[src/rtl/wdt_cmp_pkg.sv]
package wdt_cmp_pkg;
  typedef enum logic {
    ROUTE_IRQ = 1'b0,
    ROUTE_RST = 1'b1
  } route_e;
endpackage

[src/rtl/wdt_regif.sv]
module wdt_regif
  import wdt_cmp_pkg::*;
#(
  parameter int CW = 7
) (
  input  logic          clk,
  input  logic          rst,
  input  logic          wr_en,
  input  logic [CW:0]   wr_data,
  input  logic          mode_we,
  input  logic          mode_d,
  output logic [CW-1:0] cmp_val,
  output logic          clr_bit,
  output route_e        route,
  output logic [CW:0]   rd_data
);
  localparam logic [CW-1:0] CMP_RST = {CW{1'b1}};

  // limit register and self-clearing restart bit
  always_ff @(posedge clk) begin
    if (rst) begin
      cmp_val <= CMP_RST;
      clr_bit <= 1'b0;
    end else begin
      if (wr_en) cmp_val <= wr_data[CW-1:0];
      clr_bit <= wr_en ? wr_data[CW] : 1'b0;
    end
  end

  always_ff @(posedge clk) begin
    if (rst)          route <= ROUTE_IRQ;
    else if (mode_we) route <= route_e'(mode_d);
  end

  assign rd_data = {clr_bit, cmp_val};
endmodule

[src/rtl/wdt_counter.sv]
module wdt_counter #(
  parameter int CW = 7
) (
  input  logic          clk,
  input  logic          rst,
  input  logic          tick,
  input  logic          clr,
  input  logic [CW-1:0] cmp_val,
  output logic [CW-1:0] count,
  output logic          hit
);
  function automatic logic is_match(input logic [CW-1:0] c, input logic [CW-1:0] lim);
    return c == lim;
  endfunction

  function automatic logic [CW-1:0] step(input logic [CW-1:0] c, input logic m);
    return m ? '0 : c + 1'b1;
  endfunction

  assign hit = tick && !clr && is_match(count, cmp_val);

  always_ff @(posedge clk) begin
    if (rst)       count <= '0;
    else if (clr)  count <= '0;
    else if (tick) count <= step(count, hit);
  end
endmodule

[src/rtl/wdt_route.sv]
module wdt_route
  import wdt_cmp_pkg::*;
(
  input  logic   clk,
  input  logic   rst,
  input  logic   hit,
  input  route_e route,
  input  logic   ack,
  output logic   irq_flag,
  output logic   rst_req
);
  logic irq_set;
  logic rst_set;

  assign irq_set = hit && (route == ROUTE_IRQ);
  assign rst_set = hit && (route == ROUTE_RST);

  always_ff @(posedge clk) begin
    if (rst) begin
      irq_flag <= 1'b0;
      rst_req  <= 1'b0;
    end else begin
      rst_req <= rst_set;
      if (irq_set)  irq_flag <= 1'b1;
      else if (ack) irq_flag <= 1'b0;
    end
  end
endmodule

[src/rtl/wdog_cmp_timer.sv]
module wdog_cmp_timer
  import wdt_cmp_pkg::*;
#(
  parameter int CNT_W = 7
) (
  input  logic             clk,
  input  logic             rst,
  input  logic             tick_i,
  input  logic             wr_en_i,
  input  logic [CNT_W:0]   wr_data_i,
  input  logic             mode_we_i,
  input  logic             mode_d_i,
  input  logic             irq_ack_i,
  output logic [CNT_W:0]   rd_data_o,
  output logic             irq_flag_o,
  output logic             rst_req_o
);
  logic [CNT_W-1:0] cmp_w;
  logic [CNT_W-1:0] count_w;
  logic             clr_w;
  logic             hit_w;
  route_e           route_w;
  logic             mode_w;

  assign mode_w = (route_w == ROUTE_RST);

  wdt_regif #(.CW(CNT_W)) u_regif (
    .clk     (clk),
    .rst     (rst),
    .wr_en   (wr_en_i),
    .wr_data (wr_data_i),
    .mode_we (mode_we_i),
    .mode_d  (mode_d_i),
    .cmp_val (cmp_w),
    .clr_bit (clr_w),
    .route   (route_w),
    .rd_data (rd_data_o)
  );

  wdt_counter #(.CW(CNT_W)) u_cnt (
    .clk     (clk),
    .rst     (rst),
    .tick    (tick_i),
    .clr     (clr_w),
    .cmp_val (cmp_w),
    .count   (count_w),
    .hit     (hit_w)
  );

  wdt_route u_route (
    .clk      (clk),
    .rst      (rst),
    .hit      (hit_w),
    .route    (route_w),
    .ack      (irq_ack_i),
    .irq_flag (irq_flag_o),
    .rst_req  (rst_req_o)
  );
endmodule

[config.mk]
export PLATFORM = sky130hd
export DESIGN_NAME = wdog_cmp_timer
export DESIGN_NICKNAME = d
export VERILOG_FILES = /design/src/rtl/wdt_cmp_pkg.sv /design/src/rtl/wdt_regif.sv /design/src/rtl/wdt_counter.sv /design/src/rtl/wdt_route.sv /design/src/rtl/wdog_cmp_timer.sv
export SDC_FILE = /design/constraint.sdc
export NUM_CORES = 1
export LEC_CHECK = 0
export BUFFER_PORTS_ARGS = -buffer_cell sky130_fd_sc_hd__buf_2
export CORE_AREA = 2 2 49 51
export DETAILED_ROUTE_END_ITERATION = 6
export DIE_AREA = 0 0 51 53
export SETUP_SLACK_MARGIN = 0.05
export SYNTH_ARGS = -nofsm -noshare
export SYNTH_HDL_FRONTEND = slang
export SYNTH_SLANG_ARGS = --single-unit
[constraint.sdc]
create_clock -name clk -period 1.6 [get_ports clk]
set_input_delay 0 -clock clk [delete_from_list [all_inputs] [get_ports clk]]
set_output_delay 0 -clock clk [all_outputs]
set_load 0.02 [all_outputs]
Word level (Yosys, flattened, before mapping)
Index checks and enable logic that the tools add are counted.
Storage, ports and cells
  register bits after elaboration: 18
  input bits: 15
  output and inout port bits: 10
  word-level logic and storage cells: 21
Operators by class
  add/sub/neg operators: 1
  equality and inequality tests: 1
  mux-type cells: 3
  bitwise gates (word level): 2
  reduce and logical (&&, ||, !) cells: 8
Operators by type and width (number)
  7-bit by 1-bit adder with 7-bit output, second input constant: 1
  7-bit == test: 1
  7-bit 2-to-1 mux: 1
  1-bit logical AND: 4
  2-bit OR reduction: 2
  1-bit 2-to-1 mux: 2
  1-bit inverter: 2
  2-bit nonzero test: 1
  1-bit zero test: 1

Logic depth before layout (Yosys ltp)
Gate-level depths: netlist (run 1).
  word-level depth: 5
  depth in mapped cells: 4
  depth with buffers taken out: 4

Hierarchy
From an unflattened synthesis (run 1), not the netlist that was laid out.
Second synthesis, totals
  cells, all modules: 91
  area total of the unflattened synthesis: 937.1 um^2
By module, submodules not included
  wdt_counter: instances 1, cells an instance 48, area an instance 473.0 um^2, sequential area each 140.1 um^2
  wdt_regif: instances 1, cells an instance 36, area an instance 395.4 um^2, sequential area each 180.2 um^2
  wdt_route: instances 1, cells an instance 7, area an instance 68.8 um^2, sequential area each 40.0 um^2

Least setup slack after synthesis (run 1)
Ideal clock, no wire load.
  kind: reg2reg
  start point: register u_regif.cmp_val[5]
  end point: register u_route.irq_flag
  library setup time: 0.096 ns
  arrival: 1.378 ns
  data required time: 1.504 ns
  path slack: 0.126 ns
  stages on the path, launching flop included: 4
  buffers on the path: 0
  period minus slack after synthesis: 1.474 ns
  path through: dfxtp_1 xor2_1 or4_4 o41ai_2
On the way
  word-level cells in the longest chain between the ends: 4
  elaborated cells on any way between the ends: 5
  classes of those cells: 1 x eq/ne; 1 x mux; 3 x reduce/logical
RTL lines
  start, declared: RTL line wdt_regif.sv:12  | output logic [CW-1:0] cmp_val,
  start signal, assigned: RTL line wdt_regif.sv:25  | if (wr_en) cmp_val <= wr_data[CW-1:0];
  7-bit == test (*): RTL line wdt_counter.sv:13  | return c == lim;
  1-bit logical AND (*): RTL line wdt_counter.sv:20  | assign hit = tick && !clr && is_match(count, cmp_val);
  1-bit logical AND (*): RTL line wdt_route.sv:15  | assign irq_set = hit && (route == ROUTE_IRQ);
  1-bit 2-to-1 mux or 2-bit nonzero test (tied branches)
  end signal, assigned: RTL line wdt_route.sv:20  | irq_flag <= 1'b0;
  end signal, assigned: RTL line wdt_route.sv:24  | if (irq_set) irq_flag <= 1'b1;
  end signal, assigned: RTL line wdt_route.sv:25  | else if (ack) irq_flag <= 1'b0;
  end, declared: RTL line wdt_route.sv:9  | output logic irq_flag,
Mark *: on every way between the ends. The rest lies on a longest branch, timed or not.
A chain may end at the register's enable or synchronous reset.

Final worst setup path (run 1)
  start point: register u_cnt.count[0]
  end point: register u_cnt.count[6]
On the way
  word-level cells in the longest chain between the ends: 3
  elaborated cells on any way between the ends: 4
  classes of those cells: 1 x add/sub; 1 x eq/ne; 1 x mux; 1 x reduce/logical
RTL lines
  start, declared: RTL line wdt_counter.sv:9  | output logic [CW-1:0] count,
  start signal, assigned: RTL line wdt_counter.sv:25  | else if (tick) count <= step(count, hit);
  branches (longest 2 deep; another with 7-bit by 1-bit adder with 7-bit output)
  7-bit 2-to-1 mux (*): RTL line wdt_counter.sv:17  | return m ? '0 : c + 1'b1;
Every way passes the cells marked *.

==> results of run 1 <==
power groups by stage:
stage	sequential, mW	combinational, mW	clock [mW]
floorplan	0.508	0.0633	0
global placement	0.497	0.118	0
detailed placement	0.497	0.120	0
CTS	0.487	0.142	0.294
global route	0.490	0.155	0.316
finish	0.486	0.141	0.288
cell type report:
class                   instances  share of cell area
well taps                      28              0.0311
flip-flops and latches         18               0.320
repair buffers                 37               0.218
multi-input cells              55               0.398
clock buffers                   4              0.0323
timing repair:
| action | CTS | global route |
|---|---|---|
| hold endpoints to repair | 10 | 0 |
| setup endpoints to repair | 0 | 0 |
| hold buffers | 11 | 0 |
metal layers:
metal / up-vias / GRT usage / part of all wire
li1: 364 / - / -
met2: 16 / 0.240 / 0.48
met4: 0 / 0.0676 / 0.013
met1: 323 / 0.192 / 0.46
met3: 2 / 0.0339 / 0.045
met5: - / 0 / 0
cells in the mapped netlist:
master	instances	area [um^2]
sky130_fd_sc_hd__or3b_2	1	8.76
sky130_fd_sc_hd__buf_1	1	3.75
sky130_fd_sc_hd__nand4_1	2	12.5
sky130_fd_sc_hd__or4_4	2	22.5
sky130_fd_sc_hd__xor2_1	10	87.6
sky130_fd_sc_hd__a211oi_1	5	37.5
sky130_fd_sc_hd__o41ai_2	1	16.3
sky130_fd_sc_hd__nand2_1	3	11.3
sky130_fd_sc_hd__or2_2	1	6.26
sky130_fd_sc_hd__or3_1	2	12.5
sky130_fd_sc_hd__dfxtp_1	18	360
sky130_fd_sc_hd__nor2_1	1	3.75
sky130_fd_sc_hd__nor4_2	2	25.0
sky130_fd_sc_hd__mux2i_1	2	20.0
sky130_fd_sc_hd__o21ai_0	2	10.0
sky130_fd_sc_hd__a211o_1	7	61.3
sky130_fd_sc_hd__a221oi_1	2	17.5
sky130_fd_sc_hd__nand2b_1	1	6.26
sky130_fd_sc_hd__nor2b_1	7	43.8
sky130_fd_sc_hd__clkbuf_1	2	7.51
sky130_fd_sc_hd__nor4b_2	1	15.0
sky130_fd_sc_hd__xnor2_1	1	8.76
sky130_fd_sc_hd__and3b_1	1	8.76
sky130_fd_sc_hd__buf_4	1	7.51
sky130_fd_sc_hd__ha_1	1	12.5
placed cells by master (no fill, tap or decap), types with 2 or more instances in the layout:
| master | synthesis | layout |
|---|---|---|
| sky130_fd_sc_hd__nand4_1 | 2 | 2 |
| sky130_fd_sc_hd__or4_4 | 2 | 2 |
| sky130_fd_sc_hd__dlygate4sd3_1 | 0 | 11 |
| sky130_fd_sc_hd__clkbuf_4 | 0 | 3 |
| sky130_fd_sc_hd__or3_1 | 2 | 2 |
| sky130_fd_sc_hd__nand2_1 | 3 | 3 |
| sky130_fd_sc_hd__nor4_2 | 2 | 2 |
| sky130_fd_sc_hd__a211o_1 | 7 | 7 |
| sky130_fd_sc_hd__buf_4 | 1 | 2 |
| sky130_fd_sc_hd__mux2i_1 | 2 | 2 |
| sky130_fd_sc_hd__a211oi_1 | 5 | 5 |
| sky130_fd_sc_hd__o21ai_0 | 2 | 2 |
| sky130_fd_sc_hd__buf_2 | 0 | 24 |
| sky130_fd_sc_hd__nor2b_1 | 7 | 7 |
| sky130_fd_sc_hd__xor2_1 | 10 | 10 |
| sky130_fd_sc_hd__a221oi_1 | 2 | 2 |
| sky130_fd_sc_hd__dfxtp_1 | 18 | 18 |
critical path: cells and delay by family, from the launching register on:
| kind | cells | cell delay [ps] |
|---|---|---|
| DFF | 1 | 420 |
| and+or+nand+nor | 2 | 520 |
| adders and majority gates | 1 | 190 |
| AOI/OAI and AO/OA | 1 | 250 |
kinds of logic (layout without fill, tap and decap cells):
| kind of cell | after synthesis | count (layout) | share of synthesized area |
|---|---|---|---|
| AOI/OAI and AO/OA | 17 | 17 | 0.172 |
| xor gates and xnor gates | 11 | 11 | 0.116 |
| adders and majority gates | 1 | 1 | 0.0151 |
| buffers and inverters | 4 | 41 | 0.0227 |
| DFF | 18 | 18 | 0.436 |
| muxes | 2 | 2 | 0.0242 |
| and+or+nand+nor | 24 | 24 | 0.213 |
final timing paths:
kind	endpoint	cells after the start
setup / recovery	u_cnt.count[6]	4
hold / removal	u_regif.route	2
setup reg to reg	u_cnt.count[6]	4
hold reg to reg	u_route.irq_flag	1
sequential cells by signal, summed over array words and instances (netlist names):
register	flops
u_regif.clr_bit	1
u_cnt.count	7
u_regif.route	1
u_route.rst_req	1
u_route.irq_flag	1
u_regif.cmp_val	7
through the flow:
| stage | cell area, um^2 | instances | setup slack [ps] |
|---|---|---|---|
| floorplan | 827 | 77 | 126 |
| global placement | 978 | 127 | 187 |
| detailed placement | 978 | 127 | 147 |
| CTS | 1120 | 142 | 144 |
| global route | 1120 | 142 | 77.6 |
| finish | 1120 | 142 | 148 |
==> impl_metrics.toml, run 1 <==
[placed_design]
hpwl_um = 1270
gp_congestion = 0.746
portBuffers = 24

[floorplan]
die_area_um2 = 2700
die_w_um = 51
core_um2 = 2150
floorplan.io_pins = 25
die_y_um = 53
row_count = 17
initial_core_util = 0.385

[global_routing]
first_global_vias = 647
antenna_found_initial = 0
grt_max_degree = 16
grt_use_total = 0.150
grt_pass1_wl_um = 2970
gr-total-overflow = 0

[power]
design_power_total_uw = 916
intPower_uw = 678
worst_ir_drop_vdd_mv = 0.591
power.share.clock = 0.315
share_comb_of_total_power = 0.154
p_per_area_nw_per_um2 = 814
switching_power_uw = 237
power_frac_seq = 0.531
proportion_of_total_power_due_to_net_switching = 0.259
power.static_leakage_nw = 0.464

[clocking]
cts_max_path_bufs = 2
post_cts_resized = 0
clockRootBuffer = "sky130_fd_sc_hd__clkbuf_4"
clk_latency_ps = 300
htree_num_levels = 1
clock_pin_slew_on_the_worst_setup_and_hold_paths_ps = 110
postCtsSetupBuffers = 0
clock_sink_count = 18
cts_made_buffers = 3
tritoncts = "done"

[worst_setup_path]
worstPathArrival_ps = 1660
r2r-start = "u_cnt.count[0]"
cp_data_required_time_ps = 1810
worst_setup_path_startpoint = "u_cnt.count[0]"
timing.critical_path.cells = "ha_1 -> nand4_1 -> or3_1 -> a221oi_1"
path_max_fanout = 4
start_kind = "flip-flop"
r2r_setup_slack_ps = 150
critical-path-max-stage-delay_ps = 420
critPathSlowestCell = "sky130_fd_sc_hd__dfxtp_1"
setup_crit_end_kind = "flip-flop"
critPathKind = "flip-flop to flip-flop"

[cells_and_area]
num_antenna_cells = 0
final_layout_size_suffix_gt1_frac = 0.333
fill_cells = 206
area.growth.synth_to_final_pct = 36.0
num-nets-final = 131
post-route-util = 0.524
area_used_by_multi_input_combinational_logic_um2 = 448
final-seq-area_um2 = 360

[routing]
routedWlPerCell_um = 12.6
detail_route.vias_per_cell = 4.96
dr.pass1.iters = 2
drc = 0
routed_wl_um = 1790
antenna_left = 0
route.vias.total = 705
dr.first_iter.drc_count = 6

[logic_synthesis]
synth.ff_latch_count = 18
syn_nets = 93
yosysUniqueCellTypes = 25
synth_seq_area_share = 0.436
cells_after_synthesis = 77
synth-warning-count = 0
post_synth_instance_area_um2 = 827
syn_area_per_cell_um2 = 10.7

[sta]
grt_setup_unrepaired = "false"
fin_skew_ps = 4.53
holdWs_ps = 34.3
report.final.slew_viol_count = 0
number_of_failing_hold_endpoints_at_the_final_stage = 0
max_clock_freq_mhz = 689
finalWorstPathRequiredPeriod_ps = 1450
slew_headroom = 0.826
crit_share_post_route = 0.907
worst_pin_slew_ps = 261
setup_tns_ps = 0
setup_viol_count_final = 0

[status]
status = "finished clean"

[hold_path]
worstHoldStart = "rst"
worst_hold_path_type = "input port to flip-flop"

[run]
max_cap_violations = 0
(Power assumes the default switching activity.)
==> run 2: changes to the inputs <==
--- a/config.mk
+++ b/config.mk
@@ -5,6 +5,7 @@
 export SDC_FILE = /design/constraint.sdc
 export NUM_CORES = 1
 export LEC_CHECK = 0
+export ABC_AREA = 1
 export BUFFER_PORTS_ARGS = -buffer_cell sky130_fd_sc_hd__buf_2
 export CORE_AREA = 2 2 49 51
 export DETAILED_ROUTE_END_ITERATION = 6
==> run 2 against run 1 <==
  * Critical path depth is 2 higher
  * Utilization is 0.52 points higher
  * Cell area is 1.0% higher
  * Worst hold slack worse by 14 ps
  * Power is 0.92% lower
  * Largest power group unchanged
  * Sequential power is 0.8% lower
  * Worst setup slack better by 110 ps
==> impl_metrics.toml, run 2 <==
[clocking]
tritoncts = "done"
post_cts_resized = 0
clock_sink_count = 18
htree_num_levels = 1
clock_pin_slew_on_the_worst_setup_and_hold_paths_ps = 100
cts_max_path_bufs = 2
clockRootBuffer = "sky130_fd_sc_hd__clkbuf_4"
cts_made_buffers = 3
postCtsSetupBuffers = 0
clk_latency_ps = 300

[floorplan]
initial_core_util = 0.391
floorplan.io_pins = 25
die_w_um = 51
core_um2 = 2150
die_y_um = 53
row_count = 17
die_area_um2 = 2700

[placed_design]
hpwl_um = 1360
number_of_placed_instances_taps_included = 170
preCtsSetupSlack_ps = 297
portBuffers = 24
placed_area_um2 = 980
gp_congestion = 0.786

[logic_synthesis]
synth_most_common_cell = "sky130_fd_sc_hd__nand2_1"
cells_after_synthesis = 121
synth_seq_area_share = 0.429
synth-warning-count = 0
synth_edf_count = 0
post_synth_instance_area_um2 = 840
synth.ff_latch_count = 18
synth_commonest_cells = "sky130_fd_sc_hd__nand2_1, sky130_fd_sc_hd__dfxtp_1, sky130_fd_sc_hd__inv_1"
synth_async_sr_flop_share = 0
synth_top_area_frac = 0.429
yosysUniqueCellTypes = 20
syn_nets = 137
syn_area_per_cell_um2 = 6.94
cells_taking_the_most_area_after_synthesis = "sky130_fd_sc_hd__dfxtp_1, sky130_fd_sc_hd__nand2_1, sky130_fd_sc_hd__inv_1"
yosys_most_used_dff = "sky130_fd_sc_hd__dfxtp_1"
yosysTopAreaCell = "sky130_fd_sc_hd__dfxtp_1"

[status]
status = "finished clean"

[worst_setup_path]
worstPathArrival_ps = 1540
start_kind = "flip-flop"
cp_data_required_time_ps = 1800
setup_crit_end_kind = "flip-flop"
critPathKind = "flip-flop to flip-flop"
path_max_fanout = 5

[sta]
final.setup.worst_slack_ps = 255
crit_share_post_route = 0.841
fin_skew_ps = 4.42
setup_viol_count_final = 0
worst_pin_slew_ps = 216
report.final.slew_viol_count = 0
number_of_failing_hold_endpoints_at_the_final_stage = 0
finalWorstPathRequiredPeriod_ps = 1350
max_clock_freq_mhz = 743
grt_setup_unrepaired = "false"
slew_headroom = 0.855
setup_tns_ps = 0

[power]
p_per_area_nw_per_um2 = 799
design_power_total_uw = 907
worst_ir_drop_vdd_mv = 0.532
power.static_leakage_nw = 0.534

[hold_path]
worst_hold_path_type = "input port to flip-flop"

[cells_and_area]
num_antenna_cells = 0
design_area_um2 = 1140
mostFrequentLayoutCells = "sky130_fd_sc_hd__nand2_1, sky130_fd_sc_hd__buf_2, sky130_fd_sc_hd__dfxtp_1"
final_layout_size_suffix_gt1_frac = 0.241
num-nets-final = 175
most_common_cell_after_layout_fill_and_taps_aside = "sky130_fd_sc_hd__nand2_1"
layoutNonFillerInstCount = 186
area.growth.synth_to_final_pct = 35.3
top_regs = "u_cnt.count x7, u_regif.cmp_val x7"

[global_routing]
grt_use_total = 0.171
grt_max_degree = 15
grt_pass1_wl_um = 3460
first_global_vias = 859
gr-total-overflow = 0
antenna_found_initial = 0

[routing]
routed_wl_um = 1920
dr.first_iter.drc_count = 17
drc = 0
routedWlPerCell_um = 10.3
antenna_left = 0
wl_met3_um = 51
maxUsedRoutingLayer = "met4"
dr.pass1.iters = 4
detail_route.vias_per_cell = 4.72
met2WireLength_um = 1040
route.vias.total = 877
drt-met1-wl_um = 784

[run]
max_cap_violations = 0
==> run 2: changes by cell type in the layout (fill, tap and decap cells not counted), sizes merged, moves of 6 or more <==
cell / before / now
o21ai: 2 / 10
a21oi: 0 / 9
xor2: 10 / 1
nor2b: 7 / 0
inv: 0 / 18
a211o: 7 / 0
nand3: 0 / 6
nand2: 3 / 36
nor2: 1 / 15
==> run 2: cell families (layout without fill, tap and decap cells) <==
logic type | after synthesis | count (layout) | share of synthesized area
AOI/OAI and AO/OA | 19 | 19 | 0.122
xor gates and xnor gates | 2 | 2 | 0.0209
adders and majority gates | 1 | 1 | 0.0149
buffers and inverters | 21 | 58 | 0.0984
DFF | 18 | 18 | 0.429
and+or+nand+nor | 60 | 60 | 0.314
==> run 2: final timing paths <==
kind / from / endpoint / slack [ps] / depth (start not counted)
min reg2reg: u_route.irq_flag / u_route.irq_flag / 470 / 2
max: u_cnt.count[0] / u_cnt.count[6] / 250 / 6
min: rst / u_regif.route / 20 / 2
max reg2reg: u_cnt.count[0] / u_cnt.count[6] / 250 / 6
==> run 2: per-stage QoR <==
step,util,hold slack [ps]
floorplan,-,122
global placement,0.456,211
detailed placement,0.456,217
CTS,0.524,0.293
global route,0.529,14.0
finish,0.529,20.5
==> run 2: final cells by class <==
| cell class | count | area [um^2] |
|---|---|---|
| Sequential cell | 18 | 360 |
| Timing Repair Buffer | 36 | 240 |
| Multi-Input combinational cell | 82 | 397 |
| Clock buffer | 4 | 36.3 |
| Inverter | 18 | 67.6 |
| Tap cell | 28 | 35.0 |
| Fill cell | 206 | 1010 |
==> run 2: timing repair <==
action / in CTS / in global routing
hold endpoints to repair: 10 / 1
setup endpoints to repair: 0 / 0
hold buffers: 11 / 1
==> run 2: where the power goes <==
part,leakage (nW),internal [mW],switching (mW)
clock network,0.0210,0.139,0.142
logic,0.366,0.0651,0.0786
registers,0.148,0.467,0.0156
==> run 2: metal layers <==
| layer | vias to the layer above | track usage |
|---|---|---|
| li1 | 451 | - |
| met1 | 403 | 0.192 |
| met2 | 18 | 0.310 |
| met3 | 5 | 0.0226 |
| met4 | 0 | 0.0946 |
| met5 | - | 0 |
==> run 2: worst max-delay path, stage by stage (launching register included) <==
cell	delay [ps]
sky130_fd_sc_hd__dfxtp_1	430
sky130_fd_sc_hd__ha_1	200
sky130_fd_sc_hd__nand3_1	90
sky130_fd_sc_hd__nor2_1	150
sky130_fd_sc_hd__nand2_1	90
sky130_fd_sc_hd__o21ai_0	210
sky130_fd_sc_hd__a21oi_2	80
